**src/rtl/hdlc_rx_pkg.sv**
```systemverilog
package hdlc_rx_pkg;

  localparam logic [15:0] CRC_INIT = 16'hFFFF;
  localparam logic [15:0] CRC_GOOD = 16'hF0B8;
  localparam logic [15:0] CRC_POLY = 16'h8408;

  // one bit of the reflected CRC-16, bit taken in line order
  function automatic logic [15:0] crc16_bit(input logic [15:0] c, input logic b);
    logic fb;
    fb = c[0] ^ b;
    return fb ? ((c >> 1) ^ CRC_POLY) : (c >> 1);
  endfunction

  // status byte: {000, overflow, non-octet, short, abort, crc ok}
  function automatic logic [7:0] pack_status(input logic ok, input logic ab,
                                             input logic sh, input logic no,
                                             input logic ov);
    return {3'b000, ov, no, sh, ab, ok};
  endfunction

endpackage

```
**src/rtl/hdlc_rx_deframer.sv**
```systemverilog
module hdlc_rx_deframer #(
  parameter int FLAG_ONES = 6
) (
  input  logic clk,
  input  logic rst_n,
  input  logic bit_en,
  input  logic bit_in,
  output logic dvalid,
  output logic dbit,
  output logic flag_evt,
  output logic abort_evt
);

  localparam int STUFF_RUN = FLAG_ONES - 1;
  localparam int PIPE_LEN  = FLAG_ONES;
  localparam int ONES_MAX  = FLAG_ONES + 1;
  localparam int ONES_W    = $clog2(ONES_MAX + 1);
  localparam int PCNT_W    = $clog2(PIPE_LEN + 1);

  logic [ONES_W-1:0]   ones_q;
  logic [PIPE_LEN-1:0] pipe_q;
  logic [PCNT_W-1:0]   pcnt_q;
  logic                hunt_q;

  logic is_flag, is_abort, is_stuff, push, pipe_full;

  always_comb begin
    is_flag   = bit_en && !bit_in && (ones_q == ONES_W'(FLAG_ONES));
    is_abort  = bit_en &&  bit_in && (ones_q == ONES_W'(FLAG_ONES));
    is_stuff  = bit_en && !bit_in && (ones_q == ONES_W'(STUFF_RUN));
    pipe_full = (pcnt_q == PCNT_W'(PIPE_LEN));
    push      = bit_en && !is_flag && !is_stuff &&
                (bit_in ? (ones_q < ONES_W'(STUFF_RUN)) : 1'b1);
  end

  assign dvalid    = push && pipe_full && !hunt_q;
  assign dbit      = pipe_q[0];
  assign flag_evt  = is_flag;
  assign abort_evt = is_abort && !hunt_q;

  always_ff @(posedge clk or negedge rst_n) begin
    if (!rst_n) begin
      ones_q <= '0;
      pipe_q <= '0;
      pcnt_q <= '0;
      hunt_q <= 1'b1;
    end else if (bit_en) begin
      if (bit_in)
        ones_q <= (ones_q == ONES_W'(ONES_MAX)) ? ones_q : ones_q + 1'b1;
      else
        ones_q <= '0;
      if (is_flag || is_abort) begin
        pipe_q <= '0;
        pcnt_q <= '0;
        hunt_q <= is_abort;
      end else if (push) begin
        pipe_q <= {bit_in, pipe_q[PIPE_LEN-1:1]};
        pcnt_q <= pipe_full ? pcnt_q : pcnt_q + 1'b1;
      end
    end
  end

  // the flag's own leading bits never leak out as data
  a_r1_flag_clears_pipe: assert property (@(posedge clk) disable iff (!rst_n)
    flag_evt |=> !dvalid);

  // nothing is delivered while hunting for the first flag
  a_r11_hunt_silent: assert property (@(posedge clk) disable iff (!rst_n)
    hunt_q |-> !dvalid && !abort_evt);

endmodule

```
**src/rtl/hdlc_rx_assembler.sv**
```systemverilog
module hdlc_rx_assembler
  import hdlc_rx_pkg::*;
#(
  parameter int MIN_BYTES = 1,
  parameter int CNT_W     = 8
) (
  input  logic       clk,
  input  logic       rst_n,
  input  logic       dvalid,
  input  logic       dbit,
  input  logic       flag_evt,
  input  logic       abort_evt,
  input  logic       addr_push,
  input  logic       addr_two,
  input  logic       crc_push,
  input  logic       fifo_full,
  output logic       wr_en,
  output logic [7:0] wr_data,
  output logic       wr_eof
);

  localparam logic [CNT_W-1:0] CNT_MAX = '1;

  logic             active_q;
  logic [7:0]       sh_q;
  logic [2:0]       bitcnt_q;
  logic [CNT_W-1:0] nbytes_q;
  logic [1:0]       nheld_q;
  logic [7:0]       hold0_q, hold1_q;
  logic [15:0]      crc_q;
  logic             ovf_q;

  logic [1:0]       sq_pend_q;
  logic             st_pend_q;
  logic [7:0]       cr0_q, cr1_q, st_q;
  logic             wr_en_q, wr_eof_q;
  logic [7:0]       wr_data_q;

  logic       byte_done, emit_data, frame_end, frame_abort, seq_busy, too_short;
  logic [7:0] new_byte, status_now;
  logic [1:0] drop_cnt;

  always_comb begin
    drop_cnt    = addr_push ? 2'd0 : (addr_two ? 2'd2 : 2'd1);
    byte_done   = dvalid && (bitcnt_q == 3'd7);
    new_byte    = {dbit, sh_q[7:1]};
    emit_data   = byte_done && (nheld_q == 2'd2) &&
                  !((nbytes_q - CNT_W'(2)) < CNT_W'(drop_cnt));
    frame_end   = flag_evt && active_q;
    frame_abort = abort_evt && active_q;
    seq_busy    = (sq_pend_q != 2'd0) || st_pend_q;
    too_short   = int'(nbytes_q) < (2 + MIN_BYTES + int'(drop_cnt));
    status_now  = frame_abort ? pack_status(1'b0, 1'b1, 1'b0, 1'b0, ovf_q)
                              : pack_status(crc_q == CRC_GOOD, 1'b0, too_short,
                                            bitcnt_q != 3'd0, ovf_q);
  end

  always_ff @(posedge clk or negedge rst_n) begin
    if (!rst_n) begin
      active_q  <= 1'b0;
      sh_q      <= '0;
      bitcnt_q  <= '0;
      nbytes_q  <= '0;
      nheld_q   <= '0;
      hold0_q   <= '0;
      hold1_q   <= '0;
      crc_q     <= CRC_INIT;
      ovf_q     <= 1'b0;
      sq_pend_q <= '0;
      st_pend_q <= 1'b0;
      cr0_q     <= '0;
      cr1_q     <= '0;
      st_q      <= '0;
      wr_en_q   <= 1'b0;
      wr_eof_q  <= 1'b0;
      wr_data_q <= '0;
    end else begin
      wr_en_q  <= 1'b0;
      wr_eof_q <= 1'b0;

      // output port: data bytes, then held check bytes, then status
      if (emit_data) begin
        if (fifo_full) ovf_q <= 1'b1;
        else begin
          wr_en_q   <= 1'b1;
          wr_data_q <= hold0_q;
        end
      end else if (sq_pend_q != 2'd0) begin
        if (fifo_full) st_q[4] <= 1'b1;
        else begin
          wr_en_q   <= 1'b1;
          wr_data_q <= cr0_q;
        end
        cr0_q     <= cr1_q;
        sq_pend_q <= sq_pend_q - 2'd1;
      end else if (st_pend_q) begin
        wr_en_q   <= 1'b1;
        wr_eof_q  <= 1'b1;
        wr_data_q <= st_q;
        st_pend_q <= 1'b0;
      end

      // closing: latch status and the held pair for the sequencer
      if (frame_end || frame_abort) begin
        st_q      <= status_now;
        st_pend_q <= 1'b1;
        sq_pend_q <= (frame_end && crc_push) ? nheld_q : 2'd0;
        cr0_q     <= hold0_q;
        cr1_q     <= hold1_q;
      end

      // frame state
      if (flag_evt || abort_evt) begin
        active_q <= 1'b0;
        bitcnt_q <= '0;
        nbytes_q <= '0;
        nheld_q  <= '0;
        crc_q    <= CRC_INIT;
        ovf_q    <= 1'b0;
      end else if (dvalid) begin
        active_q <= 1'b1;
        sh_q     <= new_byte;
        bitcnt_q <= bitcnt_q + 3'd1;
        crc_q    <= crc16_bit(crc_q, dbit);
        if (byte_done) begin
          if (nbytes_q != CNT_MAX) nbytes_q <= nbytes_q + 1'b1;
          case (nheld_q)
            2'd0: begin hold0_q <= new_byte; nheld_q <= 2'd1; end
            2'd1: begin hold1_q <= new_byte; nheld_q <= 2'd2; end
            default: begin hold0_q <= hold1_q; hold1_q <= new_byte; end
          endcase
        end
      end
    end
  end

  assign wr_en   = wr_en_q;
  assign wr_data = wr_data_q;
  assign wr_eof  = wr_eof_q;

  // end marker only rides on a strobed byte
  a_r5_eof_with_strobe: assert property (@(posedge clk) disable iff (!rst_n)
    wr_eof |-> wr_en);

  // status byte upper bits are zero
  a_r5_status_top_zero: assert property (@(posedge clk) disable iff (!rst_n)
    wr_eof |-> (wr_data[7:5] == 3'b000));

  // one status byte per frame, never two in a row
  a_r5_single_eof: assert property (@(posedge clk) disable iff (!rst_n)
    wr_eof |=> !wr_eof);

  // an aborted frame reports no CRC, length or alignment result
  a_r7_abort_status: assert property (@(posedge clk) disable iff (!rst_n)
    (wr_eof && wr_data[1]) |-> (wr_data[3:0] == 4'b0010));

  // no data strobe follows a full indication
  a_r10_no_write_when_full: assert property (@(posedge clk) disable iff (!rst_n)
    (wr_en && !wr_eof) |-> !$past(fifo_full));

  // the close sequence finishes before the next frame's bits arrive
  a_r4_close_before_data: assert property (@(posedge clk) disable iff (!rst_n)
    seq_busy |-> !dvalid);

endmodule

```
**src/rtl/hdlc_rx_formatter.sv**
```systemverilog
module hdlc_rx_formatter #(
  parameter int FLAG_ONES = 6,
  parameter int MIN_BYTES = 1,
  parameter int CNT_W     = 8
) (
  input  logic       clk,
  input  logic       rst_n,
  input  logic       bit_en,
  input  logic       bit_in,
  input  logic       addr_push,
  input  logic       addr_two,
  input  logic       crc_push,
  input  logic       fifo_full,
  output logic       wr_en,
  output logic [7:0] wr_data,
  output logic       wr_eof
);

  logic dvalid, dbit, flag_evt, abort_evt;

  hdlc_rx_deframer #(
    .FLAG_ONES(FLAG_ONES)
  ) u_deframer (
    .clk       (clk),
    .rst_n     (rst_n),
    .bit_en    (bit_en),
    .bit_in    (bit_in),
    .dvalid    (dvalid),
    .dbit      (dbit),
    .flag_evt  (flag_evt),
    .abort_evt (abort_evt)
  );

  hdlc_rx_assembler #(
    .MIN_BYTES(MIN_BYTES),
    .CNT_W    (CNT_W)
  ) u_assembler (
    .clk       (clk),
    .rst_n     (rst_n),
    .dvalid    (dvalid),
    .dbit      (dbit),
    .flag_evt  (flag_evt),
    .abort_evt (abort_evt),
    .addr_push (addr_push),
    .addr_two  (addr_two),
    .crc_push  (crc_push),
    .fifo_full (fifo_full),
    .wr_en     (wr_en),
    .wr_data   (wr_data),
    .wr_eof    (wr_eof)
  );

endmodule

```
**config.mk**
```make
export PLATFORM = sky130hd
export DESIGN_NAME = hdlc_rx_formatter
export DESIGN_NICKNAME = d
export VERILOG_FILES = /design/src/rtl/hdlc_rx_pkg.sv /design/src/rtl/hdlc_rx_deframer.sv /design/src/rtl/hdlc_rx_assembler.sv /design/src/rtl/hdlc_rx_formatter.sv
export SDC_FILE = /design/constraint.sdc
export NUM_CORES = 1
export LEC_CHECK = 0
export BUFFER_PORTS_ARGS = -buffer_cell sky130_fd_sc_hd__buf_2
export CAP_MARGIN = 30
export CORE_MARGIN = 2
export CORE_UTILIZATION = 56
export DETAILED_ROUTE_END_ITERATION = 7
export PLACE_DENSITY_LB_ADDON = 0.15
export SLEW_MARGIN = 20
export SYNTH_ARGS = -nofsm -noshare
export SYNTH_HDL_FRONTEND = slang
export SYNTH_SLANG_ARGS = --single-unit
```
**constraint.sdc**
```tcl
create_clock -name clk -period 2.55 [get_ports clk]
set_input_delay 0.1275 -clock clk [delete_from_list [all_inputs] [get_ports clk]]
set_output_delay 0.1275 -clock clk [all_outputs]
set_load 0.02 [all_outputs]
```
# After elaboration in Yosys (flattened, before gate mapping)
# Index checks and enable logic that the tools add are counted.
[totals]
reg_bits = 102
input_bits = 8
output_inout_bits = 10
elab_cells = 158
[op_classes]
addsub = 7
magnitude_cmp = 3
n_eq_ne = 15
mux = 54
bitwise = 5
n_reduce_logical = 52
[op_table]
columns = ["operator", "n"]
rows = [
  ["8-bit 2-to-1 mux", 12],
  ["16-bit 2-to-1 mux", 3],
  ["9-bit by 32-bit less-than comparator with 1-bit output", 1],
  ["3-bit 2-to-1 mux", 7],
  ["2-bit 2-to-1 mux", 9],
  ["2-bit nonzero test", 9],
  ["1-bit logical AND", 17],
  ["1-bit 2-to-1 mux", 17],
  ["16-bit == test (second input constant)", 1],
  ["8-bit one-hot mux with 2 select lines", 1],
  ["3-bit == test (second input constant)", 5],
  ["3-bit AND reduction", 5],
  ["2-bit AND reduction", 7],
  ["6-bit 2-to-1 mux", 2],
  ["2-bit inequality test (second input constant)", 6],
  ["3-bit by 1-bit adder with 3-bit output (second input constant)", 3],
  ["3-bit nonzero test", 3],
  ["8-bit by 1-bit adder with 8-bit output (second input constant)", 1],
  ["8-bit by 2-bit less-than comparator with 1-bit output", 1],
  ["8-bit inequality test (second input constant)", 1],
  ["4-bit AND reduction", 2],
  ["8-bit by 2-bit subtractor with 8-bit output (second input constant)", 1],
  ["1-bit zero test", 5],
  ["5-bit 2-to-1 mux", 1],
  ["12 further kinds", 16],
]

# Longest topological paths before layout
# Gate-level depths: netlist (run 1).
[depth]
ltp_word = 14
mapped_depth = 10

# Modules after synthesis
# From an unflattened synthesis (run 1), not the netlist that was laid out.
[unflattened]
cells_unflattened = 483
area_unflattened_um2 = 5011.1
[by_module_without_submodules]
columns = ["mod", "n_inst", "cells_each", "area_per_inst_um2", "seq_area_each_um2"]
rows = [
  ["hdlc_rx_assembler", 1, 405, 4252.8, 2222.1],
  ["hdlc_rx_deframer", 1, 78, 758.2, 326.6],
]

# Worst setup path after synthesis (run 1)
# OpenSTA, ideal clock, no wires.
[synth_path]
path_kind = "register to register"
from = "register u_deframer.ones_q[0]"
to = "register u_assembler.wr_data_q[0] (netlist: u_assembler.wr_data[0])"
setup_time_ns = 0.125
arrival_time_ns = 2.399
slack_ns = 0.026
path_stages_with_launch = 10
path_buffers = 1
period_less_slack_ns = 2.524
cell_sequence = "dfrtp_1 -> inv_1 -> ha_1 -> or3_4 -> a31oi_4 -> o2111a_1 -> buf_4 -> nand2b_4 -> mux2i_4 -> mux2_2"
[synth_between]
elab_chain_cells = 13
[synth_rtl]
columns = ["element", "line_no", "text"]
rows = [
  ["from (decl)", "hdlc_rx_deframer.sv:20", "logic [ONES_W-1:0] ones_q;"],
  ["from (signal assigned)", "hdlc_rx_deframer.sv:49", "ones_q <= (ones_q == ONES_W'(ONES_MAX)) ? ones_q : ones_q + 1'b1;"],
  ["branches (longest 5 deep; another with 3-bit less-than comparator)", "n/a", ""],
  ["1-bit logical AND *", "hdlc_rx_deframer.sv:32", "push = bit_en && !is_flag && !is_stuff &&"],
  ["1-bit logical AND * (2 in series)", "hdlc_rx_deframer.sv:36", "assign dvalid = push && pipe_full && !hunt_q;"],
  ["1-bit logical AND *", "hdlc_rx_assembler.sv:45", "byte_done = dvalid && (bitcnt_q == 3'd7);"],
  ["1-bit logical AND * (2 in series)", "hdlc_rx_assembler.sv:47", "emit_data = byte_done && (nheld_q == 2'd2) &&"],
  ["2-bit inequality test (no line) / 3-bit nonzero test (equally long branches)", "n/a", ""],
  ["3-bit AND reduction (no line)", "n/a", ""],
  ["to (signal assigned)", "hdlc_rx_assembler.sv:86", "wr_data_q <= hold0_q;"],
  ["to (signal assigned)", "hdlc_rx_assembler.sv:92", "wr_data_q <= cr0_q;"],
  ["to (signal assigned)", "hdlc_rx_assembler.sv:99", "wr_data_q <= st_q;"],
  ["to (decl)", "hdlc_rx_assembler.sv:37", "logic [7:0] wr_data_q;"],
]
# Every way passes the cells marked *.
# A chain may end at the register's enable or synchronous reset.

# Worst setup path in the final report (run 1)
[layout_path]
from = "register u_deframer.ones_q[1]"
to = "register u_assembler.wr_data_q[5] (netlist: u_assembler.wr_data[5])"
# The elaborated chain is that of the path after synthesis.

==> flow_metrics.env, run 1 <==
export IMPL_outcome="finished clean"
export IMPL_grt_total_usage=0.207
export IMPL_yosys_area_share_xor_xnor=0.0253
export IMPL_via_per_inst=5.47
export IMPL_synthFlopType="dfrtp_1"
export IMPL_final_cell_mix="nand2_1, dfrtp_1, nor2_1"
export IMPL_hold_violations=0
export IMPL_p_per_area_nw_per_um2=832
export IMPL_initial_core_util=0.585
export IMPL_root_buffer="clkbuf_8"
export IMPL_clockBufferDepth=2
export IMPL_max_vdd_ir_drop_uv=541
export IMPL_ys_ff_latch=101
export IMPL_synth_enable_flop_cells=0
export IMPL_instances_no_fill=626
export IMPL_die_width_um=97.1
export IMPL_gp_congestion=0.813
export IMPL_drt_pass1_iter_count=5
export IMPL_routedWlPerCell_um=14.7
export IMPL_hpwl_mm=6.53
export IMPL_cts_made_buffers=9
export IMPL_syn_instance_count=481
export IMPL_die_area_um2=9430
export IMPL_synth_cell_type_count=46
export IMPL_place_inst=605
export IMPL_maxSlewHeadroom=0.511
export IMPL_mostFrequentLayoutCell="nand2_1"
export IMPL_worstPathMaxFanout=9
export IMPL_antenna_found_initial=0
export IMPL_drc=0
export IMPL_tightest_slew_ps=734
export IMPL_first_global_vias=3430
export IMPL_fin_crit_sh=0.972
export IMPL_cap_viol_max_count=0
export IMPL_fin_tns_setup_ps=0
export IMPL_required_ps=2800
export IMPL_met3_usage=0.0446
export IMPL_max_clock_freq_mhz=403
export IMPL_grt_use_met2=0.339
export IMPL_synth_compound_area_share=0.0717
export IMPL_syn_to_final_growth_pct=11.9
export IMPL_skew_ps=6.81
export IMPL_grt_pass1_wl_mm=16.0
export IMPL_slew_violations=0
export IMPL_synth_top_family_by_area="simple AND/OR/NAND/NOR gates"
export IMPL_num_vias=3426
export IMPL_grt_ovfl_total=0
export IMPL_synthArstFlopShare=1.00
export IMPL_yosys_warnings=0
export IMPL_core_area_um2=8300
export IMPL_num_rows=33
export IMPL_die_y_um=97.1
export IMPL_worstHoldPathType="in2reg"
export IMPL_avgSynthCellArea_um2=10.1
export IMPL_critPathArrivalTime_ps=2730
export IMPL_synth_nets=506
export IMPL_fin_area_um2=5430
export IMPL_layout_drive_gt1_share=0.223
export IMPL_port_buffers=17
export IMPL_cp_start_kind="register"
export IMPL_fin_crit_ps=2480
export IMPL_setup_viol=0
export IMPL_ant_nets=0
export IMPL_nets=541
export IMPL_ios=18
export IMPL_syn_area_um2=4850
export IMPL_fillers=673
export IMPL_synth_mux_area_frac=0.110
export IMPL_rsz0062_at_grt="no"
export IMPL_grtUsageMet1=0.281
export IMPL_clock_latency_ps=360
export IMPL_yosys_area_share_simple=0.192
export IMPL_leakagePower_uw=0.00268
export IMPL_top_usage_layer="met2"
export IMPL_grt_max_degree=50
export IMPL_clk_pin_slew_ps=90
export IMPL_synth_yosys_seq_area_share=0.525
export IMPL_drt_iter0_drc=231
export IMPL_diodes=0
export IMPL_path_class="reg2reg"
export IMPL_htreeDepth=3
export IMPL_synth_fa_ha_area_frac=0.0438
export IMPL_endpoint_kind="register"
export IMPL_dpl_cell_area_um2=5160
export IMPL_wl_mm=9.21
export IMPL_tritoncts="done"
export IMPL_clock_sinks=101
-- worst max-delay path, stage by stage, from the launching register on --
cell and delay, ps:
dfrtp_1 440, inv_2 60, ha_2 160, or3_4 380, a31oi_4 190, o2111a_2 250, nand2b_4 150, mux2i_4 260
buf_12 150, mux2_2 330
-- Yosys cell counts (2+ instances only) --
master | n | area share
nand2b_1 | 7 | 0.0090
buf_2 | 3 | 0.0031
o21ai_0 | 26 | 0.027
nand3_1 | 22 | 0.023
nor2b_1 | 4 | 0.0052
xnor2_1 | 11 | 0.020
dfstp_2 | 17 | 0.092
and2_1 | 2 | 0.0026
nand4b_1 | 2 | 0.0036
a21oi_1 | 21 | 0.022
mux2i_1 | 24 | 0.050
nor2_1 | 32 | 0.025
nor3_1 | 6 | 0.0062
nor3b_1 | 3 | 0.0046
mux2_2 | 24 | 0.056
nor3_2 | 2 | 0.0041
nand4_1 | 4 | 0.0052
dfrtp_1 | 84 | 0.43
ha_1 | 17 | 0.044
xor2_1 | 3 | 0.0054
o211ai_1 | 2 | 0.0031
clkbuf_1 | 15 | 0.012
or2_2 | 2 | 0.0026
or4_1 | 2 | 0.0031
nand2_1 | 106 | 0.082
and3_1 | 4 | 0.0052
inv_1 | 17 | 0.013
-- power breakdown --
part,switching [uW],internal (uW),leakage (uW)
clock,540,439,0.0000990
sequential,282,2030,0.00130
combinational,622,605,0.00129
-- worst paths after layout --
check | from | to | slack [ps] | cells past startpoint
setup / recovery | u_deframer.ones_q[1]$_DFFE_PN0P_ | u_assembler.wr_data[5]$_DFFE_PN0P_ | 70 | 9
hold / removal | crc_push | u_assembler.sq_pend_q[0]$_DFFE_PN0P_ | 50 | 3
setup reg to reg | u_deframer.ones_q[1]$_DFFE_PN0P_ | u_assembler.wr_data[5]$_DFFE_PN0P_ | 70 | 9
hold reg to reg | u_assembler.cr1_q[4]$_DFFE_PN0N_ | u_assembler.cr1_q[4]$_DFFE_PN0N_ | 480 | 2
max in group asynchronous | rst_n | u_assembler.crc_q[11]$_DFFE_PN1P_ | 1430 | 3
min in group asynchronous | rst_n | u_assembler.nbytes_q[4]$_DFFE_PN0P_ | 320 | 2
-- per-stage QoR --
stage                      util  setup slack, ps  power [uW]  hold WS, ps
after floorplan               -             25.9        3190         -168
after global placement    0.622             46.4        3470          184
after detailed placement  0.622            -78.8        3540          185
after CTS                 0.649             28.3        4550         34.8
after global routing      0.654             2.77        4840         63.7
final                     0.654             71.0        4520         51.2
-- what timing repair did --
action | CTS | global route
gates cloned | 0 | 0
buffers inserted | 1 | 2
endpoints found under the setup margin | 8 | 24
endpoints found under the hold margin | 46 | 0
hold buffers | 1 | 0
pin swaps | 0 | 2
resized for setup | 1 | 6
-- flip-flops by register name, indices dropped and copies added (netlist names), 7 cells and up --
| signal | flops |
|---|---|
| u_assembler.hold1_q | 8 |
| u_assembler.nbytes_q | 8 |
| u_assembler.cr0_q | 8 |
| u_assembler.sh_q | 7 |
| u_assembler.crc_q | 16 |
| u_assembler.wr_data | 8 |
| u_assembler.hold0_q | 8 |
| u_assembler.cr1_q | 8 |
-- layout make-up --
type	instances	area, um2	share of cell area
Inverter	17	63.8	0.0118
Sequential cell	101	2550	0.469
Tap cell	105	131	0.0242
Clock buffer	12	165	0.0304
Clock inverter	4	30.0	0.00553
Multi-Input combinational cell	342	2160	0.399
Timing Repair Buffer	45	325	0.0599
-- cells by family after synthesis --
family | count (synthesis)
xor gates and xnor gates | 14
adders and majority gates | 17
and+or+nand+nor | 203
DFF | 101
AOI/OAI and AO/OA | 59
buffers and inverters | 38
muxes | 49
-- routing by layer --
layer  vias to the layer above  share of wire
li1                       1690              -
met1                      1684           0.47
met2                        44           0.48
met3                         8          0.033
met4                         0          0.010
met5                         -              0
Power figures use the tool's default switching activity.
==> inputs of run 2 (changes only) <==
- RECOVER_POWER: not set -> 100
==> run 2 against run 1 <==
Net effect:
- count of clock-buffer cells in the layout unchanged
- wire length fell by 0.29%
- design area down 0.90%
- worst hold slack worse by 3.3 ps
- clock power hardly changed
- clock skew about the same
- final cell count unchanged
- sequential share of layout area increased by 0.43 points
- setup slack got worse by 1.5 ps
- largest power group unchanged
- highest routed layer unchanged
==> flow_metrics.env, run 2 (synthesized netlist as in run 1, its figures left out) <==
export IMPL_num_vias=3425
export IMPL_grt_ovfl_total=0
export IMPL_htreeDepth=3
export IMPL_antenna_found_initial=0
export IMPL_outcome="finished clean"
export IMPL_die_area_um2=9430
export IMPL_initial_core_util=0.585
export IMPL_gp_congestion=0.813
export IMPL_largest_reg_flops=16
export IMPL_tightest_slew_ps=1210
export IMPL_die_y_um=97.1
export IMPL_path_class="reg2reg"
export IMPL_seqPwrFrac=0.514
export IMPL_nets=541
export IMPL_clock_latency_ps=360
export IMPL_clock_sinks=101
export IMPL_clockBufferDepth=2
export IMPL_layout_drive_gt1_share=0.190
export IMPL_setup_viol=0
export IMPL_maxSlewHeadroom=0.196
export IMPL_combPwrFrac=0.268
export IMPL_power_internal_uw=3050
export IMPL_root_buffer="clkbuf_8"
export IMPL_fin_crit_ps=2480
export IMPL_port_buffers=17
export IMPL_drt_iter0_drc=224
export IMPL_switching_share=0.322
export IMPL_max_clock_freq_mhz=403
export IMPL_grt_max_degree=50
export IMPL_grt_pass1_wl_mm=16.0
export IMPL_hpwl_mm=6.53
export IMPL_ios=18
export IMPL_grt_total_usage=0.207
export IMPL_required_ps=2800
export IMPL_power_share_clock=0.219
export IMPL_cp_start_kind="register"
export IMPL_instances_no_fill=626
export IMPL_fin_crit_sh=0.973
export IMPL_hold_violations=0
export IMPL_drc=0
export IMPL_cts_made_buffers=9
export IMPL_tritoncts="done"
export IMPL_mostFrequentLayoutCell="nand2_1"
export IMPL_first_global_vias=3430
export IMPL_max_vdd_ir_drop_uv=541
export IMPL_rsz0062_at_grt="no"
export IMPL_clk_pin_slew_ps=90
export IMPL_whs_ps=48.0
export IMPL_routedWlPerCell_um=14.7
export IMPL_worstPathMaxFanout=9
export IMPL_ant_nets=0
export IMPL_skew_ps=7.10
export IMPL_num_rows=33
export IMPL_wl_mm=9.18
export IMPL_cap_viol_max_count=0
export IMPL_leakagePower_uw=0.00261
export IMPL_endpoint_kind="register"
export IMPL_syn_to_final_growth_pct=10.9
export IMPL_core_area_um2=8300
export IMPL_regMostFlops="u_assembler.crc_q"
export IMPL_diodes=0
export IMPL_slew_violations=0
export IMPL_critPathArrivalTime_ps=2730
export IMPL_via_per_inst=5.47
export IMPL_place_inst=605
export IMPL_die_width_um=97.1
export IMPL_p_per_area_nw_per_um2=835
export IMPL_drt_pass1_iter_count=4
export IMPL_p_sw_uw=1450
export IMPL_final_cell_mix="nand2_1, dfrtp_1, nor2_1"
export IMPL_worstHoldPathType="in2reg"
[run 2: worst max-delay path: stages, from the launching register on]
cell	delay, ps
dfrtp_1	440
inv_2	60
ha_2	160
or3_4	380
a31oi_4	190
o2111a_2	250
nand2b_4	150
mux2i_4	260
buf_12	150
mux2_2	330
[run 2: final timing paths]
path	start	endpoint	slack [ps]	cells after the start
setup / recovery	u_deframer.ones_q[1]$_DFFE_PN0P_	u_assembler.wr_data[5]$_DFFE_PN0P_	70	9
hold reg to reg	u_assembler.cr1_q[1]$_DFFE_PN0N_	u_assembler.cr1_q[1]$_DFFE_PN0N_	480	2
min in group asynchronous	rst_n	u_assembler.nbytes_q[4]$_DFFE_PN0P_	540	2
hold / removal	crc_push	u_assembler.sq_pend_q[0]$_DFFE_PN0P_	50	3
max in group asynchronous	rst_n	u_assembler.crc_q[2]$_DFFE_PN1P_	810	3
setup reg to reg	u_deframer.ones_q[1]$_DFFE_PN0P_	u_assembler.wr_data[5]$_DFFE_PN0P_	70	9
[run 2: layout make-up]
type / count / area (um2)
repair buffers: 45 / 277
flip-flops and latches: 101 / 2550
well taps: 105 / 131
multi-input cells: 342 / 2160
fillers: 686 / 2920
clock buffers: 12 / 165
inverters: 17 / 63.8
clock inverters: 4 / 30.0
[run 2: timing repair]
action	CTS	global route
hold buffers	1	0
setup endpoints to repair	8	24
pin swaps	0	2
gates resized for setup	1	6
setup buffers	1	2
endpoints found under the hold margin	46	0
[run 2: routing by layer]
layer | global-route usage | vias up | share of wire
li1 | - | 1698 | -
met1 | 0.281 | 1670 | 0.46
met2 | 0.339 | 49 | 0.49
met3 | 0.0446 | 8 | 0.039
met4 | 0.0574 | 0 | 0.010
met5 | 0 | - | 0
[run 2: through the flow]
step | power [uW] | setup WS, ps | utilization | area (um2) | setup TNS, ps
after floorplan | 3190 | 25.9 | - | 4850 | 0
after global placement | 3470 | 46.4 | 0.622 | 5160 | 0
after detailed placement | 3540 | -78.8 | 0.622 | 5160 | -516
after CTS | 4550 | 28.3 | 0.649 | 5390 | 0
after global routing | 4820 | 9.01 | 0.648 | 5380 | 0
final | 4490 | 69.6 | 0.648 | 5380 | 0
[run 2: power by group through the flow]
stage | clock network (uW) | registers [uW] | logic (uW)
3_3_place_gp | 0 | 2320 | 1150
6_report | 982 | 2310 | 1200
5_1_grt | 1080 | 2360 | 1380
2_1_floorplan | 0 | 2280 | 910
4_1_cts | 1010 | 2310 | 1230
3_5_place_dp | 0 | 2340 | 1200
==> inputs of run 3 (changes only) <==
- PLACE_DENSITY: not set -> 0.76
- PLACE_DENSITY_LB_ADDON: 0.15 -> not set
==> run 3 against run 2 <==
Net effect:
- combinational power barely moved
- worst hold slack better by 5.5 ps
- fmax fell by 1.1%
- wire length down 3.3%
- final cell count is 0.64% lower
- register-to-register slack worse by 30 ps
- via count decreased by 0.58%
- setup slack got worse by 27 ps
- largest cell class unchanged
==> flow_metrics.env, run 3 (synthesized netlist as in run 1, its figures left out) <==
export IMPL_htreeDepth=3
export IMPL_port_buffers=17
export IMPL_fin_crit_ps=2510
export IMPL_grt_ovfl_total=0
export IMPL_cts_made_buffers=9
export IMPL_nets=537
export IMPL_clk_pin_slew_ps=90
export IMPL_rsz0062_at_grt="yes"
export IMPL_tightest_slew_ps=1120
export IMPL_routedWlPerCell_um=14.3
export IMPL_max_clock_freq_mhz=399
export IMPL_regMostFlops="u_assembler.crc_q"
export IMPL_cap_viol_max_count=0
export IMPL_root_buffer="clkbuf_8"
export IMPL_drt_iter0_drc=160
export IMPL_outcome="finished clean"
export IMPL_switching_share=0.314
export IMPL_grt_pass1_wl_mm=15.4
export IMPL_die_area_um2=9430
export IMPL_p_per_area_nw_per_um2=848
export IMPL_syn_to_final_growth_pct=11.0
export IMPL_first_global_vias=3326
export IMPL_p_sw_uw=1430
export IMPL_power_share_clock=0.231
export IMPL_combPwrFrac=0.264
export IMPL_ios=18
export IMPL_grt_max_degree=58
export IMPL_mostFrequentLayoutCell="nand2_1"
export IMPL_cp_cell_sequence="inv_2 > ha_1 > or3_4 > a31oi_4 > o2111a_2 > nand2b_4 > mux2i_4 > buf_12 > mux2_2"
export IMPL_slowest_delay_ps=410
export IMPL_max_vdd_ir_drop_uv=494
export IMPL_seqPwrFrac=0.505
export IMPL_ant_nets=0
export IMPL_cp_depth=9
export IMPL_required_ps=2800
export IMPL_path_buf_inv=2
export IMPL_met3_usage=0.0504
export IMPL_wl_mm=8.87
export IMPL_antenna_found_initial=0
export IMPL_die_width_um=97.1
export IMPL_hpwl_mm=6.09
export IMPL_leakagePower_uw=0.00262
export IMPL_layout_drive_gt1_share=0.193
export IMPL_maxSlewHeadroom=0.253
export IMPL_clockBufferDepth=2
export IMPL_reg2regPathDepth=9
export IMPL_largest_reg_flops=16
export IMPL_clock_sinks=101
export IMPL_critPathArrivalTime_ps=2750
export IMPL_top_usage_layer="met2"
export IMPL_slew_violations=0
export IMPL_final_cell_mix="nand2_1, dfrtp_1, nor2_1"
export IMPL_endpoint_kind="register"
export IMPL_cp_start_kind="register"
export IMPL_die_y_um=97.1
export IMPL_drc=0
export IMPL_tritoncts="done"
export IMPL_crit_family="multiplexers"
export IMPL_via_per_inst=5.47
export IMPL_grt_total_usage=0.200
export IMPL_grtUsageMet1=0.272
export IMPL_power_internal_uw=3130
export IMPL_worstHoldPathType="in2reg"
export IMPL_diodes=0
export IMPL_hold_violations=0
export IMPL_slowest_stage="dfrtp_1"
export IMPL_core_area_um2=8300
export IMPL_grt_use_met2=0.324
export IMPL_clock_latency_ps=360
export IMPL_setup_viol=0
export IMPL_drt_pass1_iter_count=4
export IMPL_whs_ps=53.5
export IMPL_path_class="reg2reg"
export IMPL_min_delay_path_depth=3
export IMPL_initial_core_util=0.585
export IMPL_fin_tns_setup_ps=0
export IMPL_num_vias=3405
export IMPL_skew_ps=13.1
export IMPL_num_rows=33
export IMPL_worstPathMaxFanout=9
export IMPL_gp_congestion=0.873
export IMPL_fin_crit_sh=0.983
-- run 3: worst paths after layout --
check | startpoint | slack, ps | to
worst max-delay path | u_deframer.ones_q[1]$_DFFE_PN0P_ | 40 | u_assembler.wr_data[6]$_DFFE_PN0P_
worst min-delay path | crc_push | 50 | u_assembler.sq_pend_q[0]$_DFFE_PN0P_
worst max register to register | u_deframer.ones_q[1]$_DFFE_PN0P_ | 40 | u_assembler.wr_data[6]$_DFFE_PN0P_
worst min register to register | u_assembler.cr1_q[1]$_DFFE_PN0N_ | 480 | u_assembler.cr1_q[1]$_DFFE_PN0N_
max in group asynchronous | rst_n | 600 | u_assembler.sh_q[2]$_DFFE_PN0P_
min in group asynchronous | rst_n | 510 | u_assembler.nbytes_q[4]$_DFFE_PN0P_
-- run 3: final cells by class --
cell class	count	area (um2)
Tap cell	105	131
Clock inverter	4	52.6
Inverter	17	63.8
Multi-Input combinational cell	342	2160
Fill cell	646	2910
Timing Repair Buffer	41	273
Clock buffer	12	156
Sequential cell	101	2550
-- run 3: tightest hold or removal path: cells and delay by family --
kind            cells  cell delay [ps]
compound gates      1               60
simple gates        1               80
buf+inv             1              110
-- run 3: power groups by stage --
stage,clock (uW),combinational [uW],sequential [uW]
5_1_grt,1150,1380,2360
4_1_cts,1080,1220,2300
3_3_place_gp,0,1150,2320
2_1_floorplan,0,910,2280
3_5_place_dp,0,1190,2330
6_report,1060,1200,2310
-- run 3: repair_timing --
item,4_1_cts,5_1_grt
setup endpoints to repair,8,18
resized for setup,1,7
hold buffers,1,0
setup buffers,1,0
pin swaps,0,0
hold endpoints to repair,27,0
-- run 3: routing by layer --
metal | up-vias | wire length (um)
li1 | 1685 | -
met1 | 1653 | 4170
met2 | 61 | 4330
met3 | 6 | 301
met4 | 0 | 66
met5 | - | 0
-- run 3: through the flow --
stage                     utilization  setup slack, ps  total power, uW  cells  instance area [um2]
final                           0.649             42.6             4570    622                 5390
after global routing            0.649            -44.9             4890    622                 5390
after CTS                       0.652             49.2             4610    622                 5410
after detailed placement        0.623            -41.5             3530    604                 5170
after global placement          0.623             35.0             3470    604                 5170
after floorplan                     -             25.9             3190    481                 4850
